File: config.mk
export PLATFORM = sky130hd
export DESIGN_NAME = crtc_cursor_gen
export DESIGN_NICKNAME = d
export VERILOG_FILES = /design/src/rtl/crtc_cursor_pkg.sv /design/src/rtl/crtc_cursor_blink.sv /design/src/rtl/crtc_cursor_match.sv /design/src/rtl/crtc_cursor_gen.sv
export SDC_FILE = /design/constraint.sdc
export NUM_CORES = 1
export LEC_CHECK = 0
export ABC_AREA = 1
export BUFFER_PORTS_ARGS = -buffer_cell sky130_fd_sc_hd__buf_2
export CAP_MARGIN = 25
export CORE_UTILIZATION = 38
export DETAILED_ROUTE_END_ITERATION = 10
export PLACE_DENSITY = 0.86
export SLEW_MARGIN = 20
export SYNTH_ARGS = -nofsm -noshare
export SYNTH_HDL_FRONTEND = slang
export SYNTH_HIERARCHICAL = 1
export SYNTH_SLANG_ARGS = --single-unit
File: constraint.sdc
create_clock -name clk -period 1.5 [get_ports clk]
set_clock_uncertainty 0.2 [all_clocks]
set_input_delay 0.3 -clock clk [delete_from_list [all_inputs] [get_ports clk]]
set_output_delay 0.3 -clock clk [all_outputs]
set_load 0.005 [all_outputs]
File: src/rtl/crtc_cursor_pkg.sv
package crtc_cursor_pkg;

   typedef enum logic [1:0] {
      CUR_STEADY = 2'b00,
      CUR_HIDDEN = 2'b01,
      CUR_FAST   = 2'b10,
      CUR_SLOW   = 2'b11
   } cur_mode_e;

endpackage

File: src/rtl/crtc_cursor_blink.sv
module crtc_cursor_blink #(
   parameter int FAST_BIT = 3,
   parameter int SLOW_BIT = 4
) (
   input  logic clk,
   input  logic rst_n,
   input  logic frame_tick,
   output logic fast_on,
   output logic slow_on
);
   localparam int CNT_W = SLOW_BIT + 1;

   generate
      if (FAST_BIT < 0 || FAST_BIT >= SLOW_BIT) begin : g_bad_bits
         $error("crtc_cursor_blink: FAST_BIT must be below SLOW_BIT");
      end
   endgenerate

   logic [CNT_W-1:0] frame_cnt;

   always_ff @(posedge clk) begin
      if (!rst_n)
         frame_cnt <= '0;
      else if (frame_tick)
         frame_cnt <= frame_cnt + 1'b1;
   end

   assign fast_on = ~frame_cnt[FAST_BIT];
   assign slow_on = ~frame_cnt[SLOW_BIT];

   // counter steps only on a tick
   a_r6_step: assert property (@(posedge clk) disable iff (!rst_n)
      frame_tick |=> frame_cnt == $past(frame_cnt) + 1'b1);
   a_r6_hold: assert property (@(posedge clk) disable iff (!rst_n)
      !frame_tick |=> $stable(frame_cnt));
endmodule

File: src/rtl/crtc_cursor_match.sv
module crtc_cursor_match #(
   parameter int ADDR_W = 14,
   parameter int ROW_W  = 5
) (
   input  logic [ADDR_W-1:0] mem_addr,
   input  logic [ADDR_W-1:0] cur_addr,
   input  logic [ROW_W-1:0]  row_addr,
   input  logic [ROW_W-1:0]  row_first,
   input  logic [ROW_W-1:0]  row_last,
   output logic              hit
);
   generate
      if (ADDR_W < 1 || ROW_W < 1) begin : g_bad_width
         $error("crtc_cursor_match: widths must be positive");
      end
   endgenerate

   logic addr_eq;
   logic row_in;

   always_comb begin
      addr_eq = (mem_addr == cur_addr);
      row_in  = (row_addr >= row_first) && (row_addr <= row_last);
      hit     = addr_eq && row_in;
   end
endmodule

File: src/rtl/crtc_cursor_gen.sv
module crtc_cursor_gen
   import crtc_cursor_pkg::*;
#(
   parameter int ADDR_W   = 14,
   parameter int ROW_W    = 5,
   parameter int FAST_BIT = 3,
   parameter int SLOW_BIT = 4
) (
   input  logic              clk,
   input  logic              rst_n,
   input  logic              frame_tick,
   input  logic              disp_en,
   input  logic [ADDR_W-1:0] mem_addr,
   input  logic [ROW_W-1:0]  row_addr,
   input  logic [ADDR_W-1:0] cur_addr,
   input  logic [1:0]        cur_mode,
   input  logic [ROW_W-1:0]  cur_row_first,
   input  logic [ROW_W-1:0]  cur_row_last,
   output logic              cursor_en
);
   logic fast_on, slow_on, hit, mode_show;

   crtc_cursor_blink #(.FAST_BIT(FAST_BIT), .SLOW_BIT(SLOW_BIT)) u_blink (
      .clk        (clk),
      .rst_n      (rst_n),
      .frame_tick (frame_tick),
      .fast_on    (fast_on),
      .slow_on    (slow_on)
   );

   crtc_cursor_match #(.ADDR_W(ADDR_W), .ROW_W(ROW_W)) u_match (
      .mem_addr  (mem_addr),
      .cur_addr  (cur_addr),
      .row_addr  (row_addr),
      .row_first (cur_row_first),
      .row_last  (cur_row_last),
      .hit       (hit)
   );

   always_comb begin
      unique case (cur_mode_e'(cur_mode))
         CUR_STEADY: mode_show = 1'b1;
         CUR_HIDDEN: mode_show = 1'b0;
         CUR_FAST:   mode_show = fast_on;
         CUR_SLOW:   mode_show = slow_on;
         default:    mode_show = 1'b0;
      endcase
   end

   always_ff @(posedge clk) begin
      if (!rst_n)
         cursor_en <= 1'b0;
      else
         cursor_en <= disp_en && hit && mode_show;
   end

   // any address difference blocks the cursor
   a_r1_addr_miss: assert property (@(posedge clk) disable iff (!rst_n)
      (mem_addr != cur_addr) |=> !cursor_en);
   // inverted band never shows
   a_r3_inverted: assert property (@(posedge clk) disable iff (!rst_n)
      (cur_row_first > cur_row_last) |=> !cursor_en);
   // hidden mode never shows
   a_r4_hidden: assert property (@(posedge clk) disable iff (!rst_n)
      (cur_mode == 2'b01) |=> !cursor_en);
   // nothing in blanking
   a_r5_blank: assert property (@(posedge clk) disable iff (!rst_n)
      !disp_en |=> !cursor_en);
endmodule

==> impl.org, run 1 <==
** Run status
- Run status :: finished clean

** Synthesis
- A synthesized cell averages between 5 and 6 µm².
- Synthesis produced a netlist with a net count of between 200 and 250.
- In this run, synthesis produced a sequential element count of 6.
- Distinct cell type count of the synthesized netlist :: 14
- Yosys printed 6 warnings.
- Cell area after technology mapping :: 807 µm²
- Cells after synthesis :: 150
- Summing the sequential cell areas from Yosys gives between 10% and 20% of the chip area.

** Clock network
- Clock sink count :: 6
- After clock tree synthesis, the clock-pin slew on the worst setup and hold paths is 0.05 ns.
- TritonCTS created 3 clock buffers.
- Buffers added to address setup during post-CTS repair amount to 0.
- In this run, post-CTS hold repair placed 0 buffers.
- CTS built an H-tree with a depth of 1.
- No sink is reached through more buffers than the 2 on the longest clock path.
- Root buffer cell :: sky130_fd_sc_hd__clkbuf_4
- TritonCTS built the clock tree.
- Cells resized by post-CTS repair :: 0
- Clock latency on the worst-skew pair :: roughly 0.24 ns

** Placed design
- Detailed-placement wirelength estimate :: 1.44 mm
- The congestion estimate from routability-driven global placement came to 0.737.
- After detailed placement, the total cell area comes to 1090 µm².
- Port Buf Inserts :: 49

** Timing
- Unrepaired setup endpoints after global routing :: no
- Worst relative slew slack :: 88.0%
- Summed over all failing endpoints, the final setup total negative slack is 0 ns.
- Slew @ Worst Pin :: about 0.18 ns
- Min Clock Period, post-route :: 1.39 ns
- The number of pins with negative max-slew slack in the final report was 0.
- Final worst path period share :: 92.3%
- Final count of negative-setup-slack endpoints :: 0
- The total count of hold-check failures in the final report is 0.
- For this run, the top clock speed supported by timing is 722 MHz.

** Routing
- The final route contains roughly 940 vias.
- The routed design has 1.59 mm of wire.
- WL/cell :: 6.96 µm
- Detailed-routing iteration count for the pre-antenna-repair pass :: 4
- Number of routed nets with antenna violations :: 0
- Initial DRC Count :: 10
- In the routed design, unresolved DRC markers number 0.
- Dividing the detail-routed via count by the number of cells gives slightly above 4.

** Setup path
- Element type at the critical path start :: input port
- Data arrives at the worst endpoint at 1.37 ns.
- In this run the worst path has a maximum fanout of 2.
- Slack of the worst reg-to-reg path :: ~0.34 ns
- For the worst setup path, the data required time is roughly 1.5 ns.
- The worst setup path is of the input port to register kind.
- Critical Path End Type :: register

** Floorplanning
- Row cnt :: 16
- Starting Density :: 40.7%
- From bottom edge to top edge, the die measures approximately 48 µm.
- Overall die area :: 2310 µm²
- In this run the horizontal extent of the chip is just under 50 µm.
- In this run the standard cell core region covers 1980 µm².
- Total I/O pin count :: 50

** Power and ir drop
- Reported leakage power :: 0.000735 µW
- Switching Share :: 30.8%
- Summed over all nets, the switching power comes to roughly 160 µW.
- In this run, the combinational gates consume 38.4% of the power.
- Sequential share of power :: 32.8%
- Clk network pwr share :: 28.8%
- IR analysis of the VDD net gives a maximum drop of 0.390 mV.
- Internal cell power :: 358 µW
- Pwr dens :: 466 nW/µm²

** Min path
- The tightest min-delay check is of the input port to register type.

** Layout
- Nets :: 264
- Share of final-layout standard cells stronger than drive strength 1 :: 27.7%
- The area growth from synthesis to layout is 37.4%.
- Final instance area :: roughly 1100 µm²
- 0 antenna diodes ended up in the layout.

** Flow run
- Max Cap Violations :: 0

** GRT
- The initial antenna violation count was 0.
- The first global-routing pass estimated between 2 and 2.5 mm of wire.
- Total routing resource utilization after global routing :: 13.5%
- After global routing the overflow that remains totals 0.
- Maximum number of pins on one net before global-route repair :: 7
- The via count of the first global-routing pass is 699.
==> layout make-up <==
type | count | area [µm²]
clock buffers | 3 | 22.5
inverters | 39 | 146
well taps | 27 | 33.8
fillers | 221 | 873
repair buffers | 49 | 245
multi-input cells | 105 | 541
flip-flops and latches | 6 | 120
==> flip-flops by register name, indices dropped and copies added, names as in the netlist <==
name               flops
u_blink/frame_cnt      5
cursor_en              1
==> worst paths after layout <==
| kind | from | end | depth (start not counted) |
|---|---|---|---|
| worst min register to register | u_blink/frame_cnt[2]$_SDFFE_PN0P_ | u_blink/frame_cnt[2]$_SDFFE_PN0P_ | 2 |
| worst max register to register | u_blink/frame_cnt[0]$_SDFFE_PN0P_ | u_blink/frame_cnt[4]$_SDFFE_PN0P_ | 6 |
| worst max-delay path | row_addr[2] | cursor_en$_SDFF_PN0_ | 10 |
| worst min-delay path | frame_tick | u_blink/frame_cnt[0]$_SDFFE_PN0P_ | 2 |
==> routing by layer <==
metal	wire (µm)	part of all wire, %	GRT usage (%)	vias up
met1	691	43	12.9	367
met2	771	48	26.5	31
met3	130	8.2	4.91	0
met5	0	0	0	-
met4	0	0	3.89	0
li1	-	-	-	546
==> power groups by stage <==
stage | clock [µW] | sequential (µW) | combinational (µW)
floorplan | 0 | 171 | 110
global placement | 0 | 172 | 194
detailed placement | 0 | 172 | 200
CTS | 157 | 169 | 201
global route | 167 | 170 | 234
finish | 149 | 170 | 199
==> critical path, stage by stage <==
cell and delay (ns):
sky130_fd_sc_hd__buf_2 0.11, sky130_fd_sc_hd__ha_1 0.29, sky130_fd_sc_hd__nand2_1 0.05, sky130_fd_sc_hd__o21ai_0 0.17, sky130_fd_sc_hd__nand2_1 0.07, sky130_fd_sc_hd__nand2_1 0.06, sky130_fd_sc_hd__nand3_1 0.07, sky130_fd_sc_hd__nor2_1 0.08
sky130_fd_sc_hd__nand3_1 0.08, sky130_fd_sc_hd__a21oi_2 0.09
==> cells by family (layout without fill, tap and decap cells) <==
group                    Yosys count  after routing  synth area share [%]
buffers and inverters             39             91                  18.1
adder cells (fa/ha/maj)           11             11                  17.1
flip-flops                         6              6                  14.9
XOR/XNOR                           2              2                  2.17
AO/OA/AOI/OAI                     13             13                  8.53
AND/OR/NAND/NOR                   79             79                  39.2
==> cell usage after synthesis, drive strengths merged <==
| cell | instances | share of area, % |
|---|---|---|
| nand2 | 53 | 25 |
| nand3b | 1 | 0.93 |
| xnor2 | 2 | 2.2 |
| a21oi | 9 | 6.0 |
| ha | 11 | 17 |
| nand3 | 4 | 2.5 |
| inv | 39 | 18 |
| nor2 | 20 | 9.9 |
| o21ai | 4 | 2.5 |
| dfxtp | 6 | 15 |
| nor3b | 1 | 0.93 |
==> cell usage in the layout, fill, tap and decap left out <==
| master | synthesis | layout |
|---|---|---|
| sky130_fd_sc_hd__nor2_2 | 2 | 2 |
| sky130_fd_sc_hd__nand2_1 | 52 | 52 |
| sky130_fd_sc_hd__ha_1 | 11 | 11 |
| sky130_fd_sc_hd__a21oi_2 | 1 | 1 |
| sky130_fd_sc_hd__dfxtp_1 | 6 | 6 |
| sky130_fd_sc_hd__inv_1 | 39 | 39 |
| sky130_fd_sc_hd__buf_2 | 0 | 49 |
| sky130_fd_sc_hd__xnor2_1 | 2 | 2 |
| sky130_fd_sc_hd__nand3b_1 | 1 | 1 |
| sky130_fd_sc_hd__nand2_2 | 1 | 1 |
| sky130_fd_sc_hd__clkbuf_4 | 0 | 3 |
| sky130_fd_sc_hd__nor3b_1 | 1 | 1 |
| sky130_fd_sc_hd__o21ai_0 | 4 | 4 |
| sky130_fd_sc_hd__a21oi_1 | 8 | 8 |
| sky130_fd_sc_hd__nand3_1 | 4 | 4 |
| sky130_fd_sc_hd__nor2_1 | 18 | 18 |
==> metrics by stage <==
stage | total power (µW) | util, % | std cells | setup WS [ns] | hold WS [ns]
after floorplan | 281 | - | 150 | 0.0456 | 0.189
after global placement | 366 | 54.8 | 226 | -0.126 | 0.270
after detailed placement | 373 | 54.8 | 226 | -0.138 | 0.279
after CTS | 528 | 55.9 | 229 | 0.113 | 0.101
after global routing | 571 | 55.9 | 229 | 0.0446 | 0.102
final | 517 | 55.9 | 229 | 0.115 | 0.107
No activity file was read; power rests on OpenSTA's default activity.
==> run 2, diff against run 1 <==
--- a/config.mk
+++ b/config.mk
@@ -8,9 +8,9 @@
 export ABC_AREA = 1
 export BUFFER_PORTS_ARGS = -buffer_cell sky130_fd_sc_hd__buf_2
 export CAP_MARGIN = 25
-export CORE_UTILIZATION = 38
+export CORE_UTILIZATION = 45
 export DETAILED_ROUTE_END_ITERATION = 10
-export PLACE_DENSITY = 0.86
+export PLACE_DENSITY = 0.95
 export SLEW_MARGIN = 20
 export SYNTH_ARGS = -nofsm -noshare
 export SYNTH_HDL_FRONTEND = slang
==> constraint.sdc (replaced) <==
create_clock -name clk -period 1.8 [get_ports clk]
set_clock_uncertainty 0.2 [all_clocks]
set_input_delay 0.36 -clock clk [delete_from_list [all_inputs] [get_ports clk]]
set_output_delay 0.36 -clock clk [all_outputs]
set_load 0.005 [all_outputs]
==> run 2 against run 1 <==
Effect of this change: register-to-register slack gained 0.23 ns; combinational power shrank 17%; sequential power shrank 16%; final cell count shrank 1.3%; setup slack gained 0.26 ns; clock power shrank 19%.
==> impl.org, run 2 (synthesis results as in run 1) <==
** Run status
- Run status: finished clean (unchanged).

** Layout
- Share of final-layout standard cells stronger than drive strength 1 :: 27.7% (unchanged)
- Most used cells in the layout excluding fill and tap cells: sky130_fd_sc_hd__nand2_1, sky130_fd_sc_hd__buf_2, sky130_fd_sc_hd__inv_1, sky130_fd_sc_hd__nor2_1, sky130_fd_sc_hd__ha_1 (unchanged).
- Most common cell after layout, fill and taps aside :: sky130_fd_sc_hd__nand2_1 (unchanged)
- Layout-stage area growth over the synthesis result :: 36.9% (was 37.4%)
- Flip-flop count of the largest register after layout :: 5 (unchanged)
- The antenna cell count was 0 (unchanged).
- Nets :: 264 (unchanged)
- The register bank with the most flops was u_blink/frame_cnt (unchanged).
- The final cell area excluding filler cells came to 1100 µm² (was 1110 µm²).
- Largest regs: u_blink/frame_cnt x5, cursor_en x1 (unchanged).

** Timing
- The summed negative setup slack over all endpoints was 0 ns (unchanged).
- Unrepaired setup endpoints after global routing :: no (unchanged)
- The worst setup slack after layout came to 0.377 ns (was 0.115 ns).
- Min Clock Period, post-route :: 1.42 ns
- The pin slew with the least headroom to its limit was 0.216 ns (was 0.178 ns).
- Highest clock frequency the design can meet :: 703 MHz
- The remaining max-slew budget at the tightest pin is 85.4% (was 88.0%).
- The number of pins with negative max-slew slack in the final report was 0 (unchanged).
- After layout, the worst path uses 79.1% of the clock period.
- Worst Hold Slack :: 0.165 ns (was 0.107 ns)
- Final count of negative-setup-slack endpoints :: 0 (unchanged)
- Total count of hold-check failures in the final report :: 0 (unchanged)

** Routing
- Met2 Routed Length :: 826 µm (was 771 µm)
- The antenna violation net count after detailed routing came to 0 (unchanged).
- The DRC violation count after routing came to 0 (unchanged).
- Detailed-routing iteration count for the pre-antenna-repair pass :: 3 (was 4)
- The wire length per cell after detailed routing came to 7.27 µm (was 6.96 µm).
- Routed length on met3 :: 103 µm (was 130 µm)
- Top layer in use :: met3 (unchanged)
- Initial DRC Count :: 5 (was 10)
- Drt via density :: 4.24 (was 4.12)
- The via total after detailed routing is 958 (was 944).
- Detailed-routing wirelength on met1 :: 713 µm (was 691 µm)
- The final routed wirelength across all metal layers came to 1.64 mm (was 1.59 mm).

** Setup path
- Setup Crit Path Kind :: input port to register (unchanged)
- Element type at the critical path start :: input port (unchanged)
- The arrival time of the worst setup path is 1.40 ns (was 1.37 ns).
- The most frequent cell on the critical path is sky130_fd_sc_hd__nand2_1 (unchanged).
- List of cells traversed by the critical path: buf_2, ha_1, nand2_1, o21ai_0, nand2_1, nand2_1, nand3_1, nor2_1, nand3_1, a21oi_2 (unchanged).
- The delay of the slowest cell on the worst path came to 0.28 ns (was 0.29 ns).
- The endpoint required time on the critical path is 1.77 ns (was 1.48 ns).
- Cell type of the slowest stage on the worst timing path :: sky130_fd_sc_hd__ha_1 (unchanged)
- The top fanout value on the critical path is 2 (unchanged).
- Critical Path End Type :: register (unchanged)

** Clock network
- The post-CTS setup buffer count is 0 (unchanged).
- The TritonCTS clock tree is yes (unchanged).
- The maximum clock insertion buffer count came to 2 (unchanged).
- The post-CTS resize count came to 0 (unchanged).
- Clock slew at the register clock pins of the worst setup and hold paths :: 0.05 ns (about the same)
- Clock sink count :: 6 (unchanged)
- Number of buffers created by CTS :: 3 (unchanged)
- The clock latency of the later-clocked register in the worst-skew pair was 0.24 ns (about the same).
- Number of levels the H-tree was split into :: 1 (unchanged)
- Root buffer cell :: sky130_fd_sc_hd__clkbuf_4 (unchanged)
- The cts-stage hold buffer count was 0 (unchanged).

** Power and ir drop
- Internal cell power :: 298 µW (was 358 µW)
- The power density over the cells came to 387 nW/µm² (was 466 nW/µm²).
- Sequential share of power :: 33.1% (was 32.8%)
- Reported leakage power :: 0.000735 µW (unchanged)
- The switching power share of the total is 30.4% (was 30.8%).
- The worst supply voltage drop on vdd is 0.353 mV (was 0.390 mV).
- Net load switching power :: 130 µW (was 159 µW)
- The combinational fraction of design power came to 38.7% (was 38.4%).
- The clock network fraction of total power is 28.2% (was 28.8%).

** Floorplanning
- Core outline area :: 1590 µm² (was 1980 µm²)
- Starting Density :: 50.6% (was 40.7%)
- Total I/O pin count :: 50 (unchanged)
- Die height :: 44.4 µm (was 48.1 µm)
- The die area came to 1970 µm² (was 2310 µm²).
- The number of rows created at floorplan is 14 (was 16).
- Chip Width :: 44.4 µm (was 48.1 µm)

** GRT
- The largest net degree at the start of global routing came to 7 (unchanged).
- Wire length of the first global-routing pass :: 2.86 mm (was 2.24 mm)
- The leftover overflow at the end of global routing was 0 (unchanged).
- The via count of the first global-routing pass was 826 (was 699).
- The initial antenna violation count came to 0 (unchanged).
- Total routing resource utilization after global routing :: 19.4% (was 13.5%)

** Placed design
- Last weighted congestion value of the routability-driven placer :: 0.766 (was 0.737)
- The number of port buffers was 49 (unchanged).
- Worst Setup Slack post-DPL :: 0.122 ns (was -0.138 ns)
- Cell area reported after detailed placement :: 1080 µm² (was 1090 µm²)
- Detailed-placement wirelength estimate :: 1.44 mm (about the same)

** Flow run
- Max Cap Violations :: 0 (unchanged)

** Min path
- The class of the tightest hold or removal check is input port to register (unchanged).
[run 2: cell type report]
type	instances	area, µm²
repair buffers	49	245
fillers	163	489
multi-input cells	105	541
clock buffers	3	22.5
well taps	24	30.0
inverters	39	146
flip-flops and latches	6	120
[run 2: path summary, 6_finish.rpt]
path | cells past startpoint | to | slack, ns | from
worst max-delay path | 10 | cursor_en$_SDFF_PN0_ | 0.38 | row_addr[2]
worst max register to register | 4 | u_blink/frame_cnt[2]$_SDFFE_PN0P_ | 0.57 | u_blink/frame_cnt[0]$_SDFFE_PN0P_
worst min-delay path | 2 | u_blink/frame_cnt[0]$_SDFFE_PN0P_ | 0.17 | frame_tick
worst min register to register | 1 | u_blink/frame_cnt[0]$_SDFFE_PN0P_ | 0.29 | u_blink/frame_cnt[0]$_SDFFE_PN0P_
[run 2: critical path, delay by kind of cell]
| kind | cells | cell delay, ns |
|---|---|---|
| AO/OA/AOI/OAI | 2 | 0.25 |
| buffers and inverters | 1 | 0.11 |
| AND/OR/NAND/NOR | 6 | 0.40 |
| adder cells (fa/ha/maj) | 1 | 0.28 |
[run 2: per-stage QoR]
| step | power, µW | cells | utilization [%] |
|---|---|---|---|
| floorplan | 234 | 150 | - |
| global placement | 305 | 223 | 67.9 |
| detailed placement | 310 | 223 | 67.9 |
| CTS | 436 | 226 | 69.3 |
| global route | 477 | 226 | 69.3 |
| finish | 428 | 226 | 69.3 |
[run 2: power by group through the flow]
stage	combinational [µW]	sequential, µW	clock (µW)
after floorplan	91.3	143	0
after global placement	161	144	0
after detailed placement	166	144	0
after CTS	168	141	127
after global routing	197	142	138
final	166	142	121
[run 2: routing by layer]
metal,GRT usage (%),up-vias
met1,17.9,384
met2,39.4,28
met3,4.90,0
met5,0,-
li1,-,546
met4,7.27,0
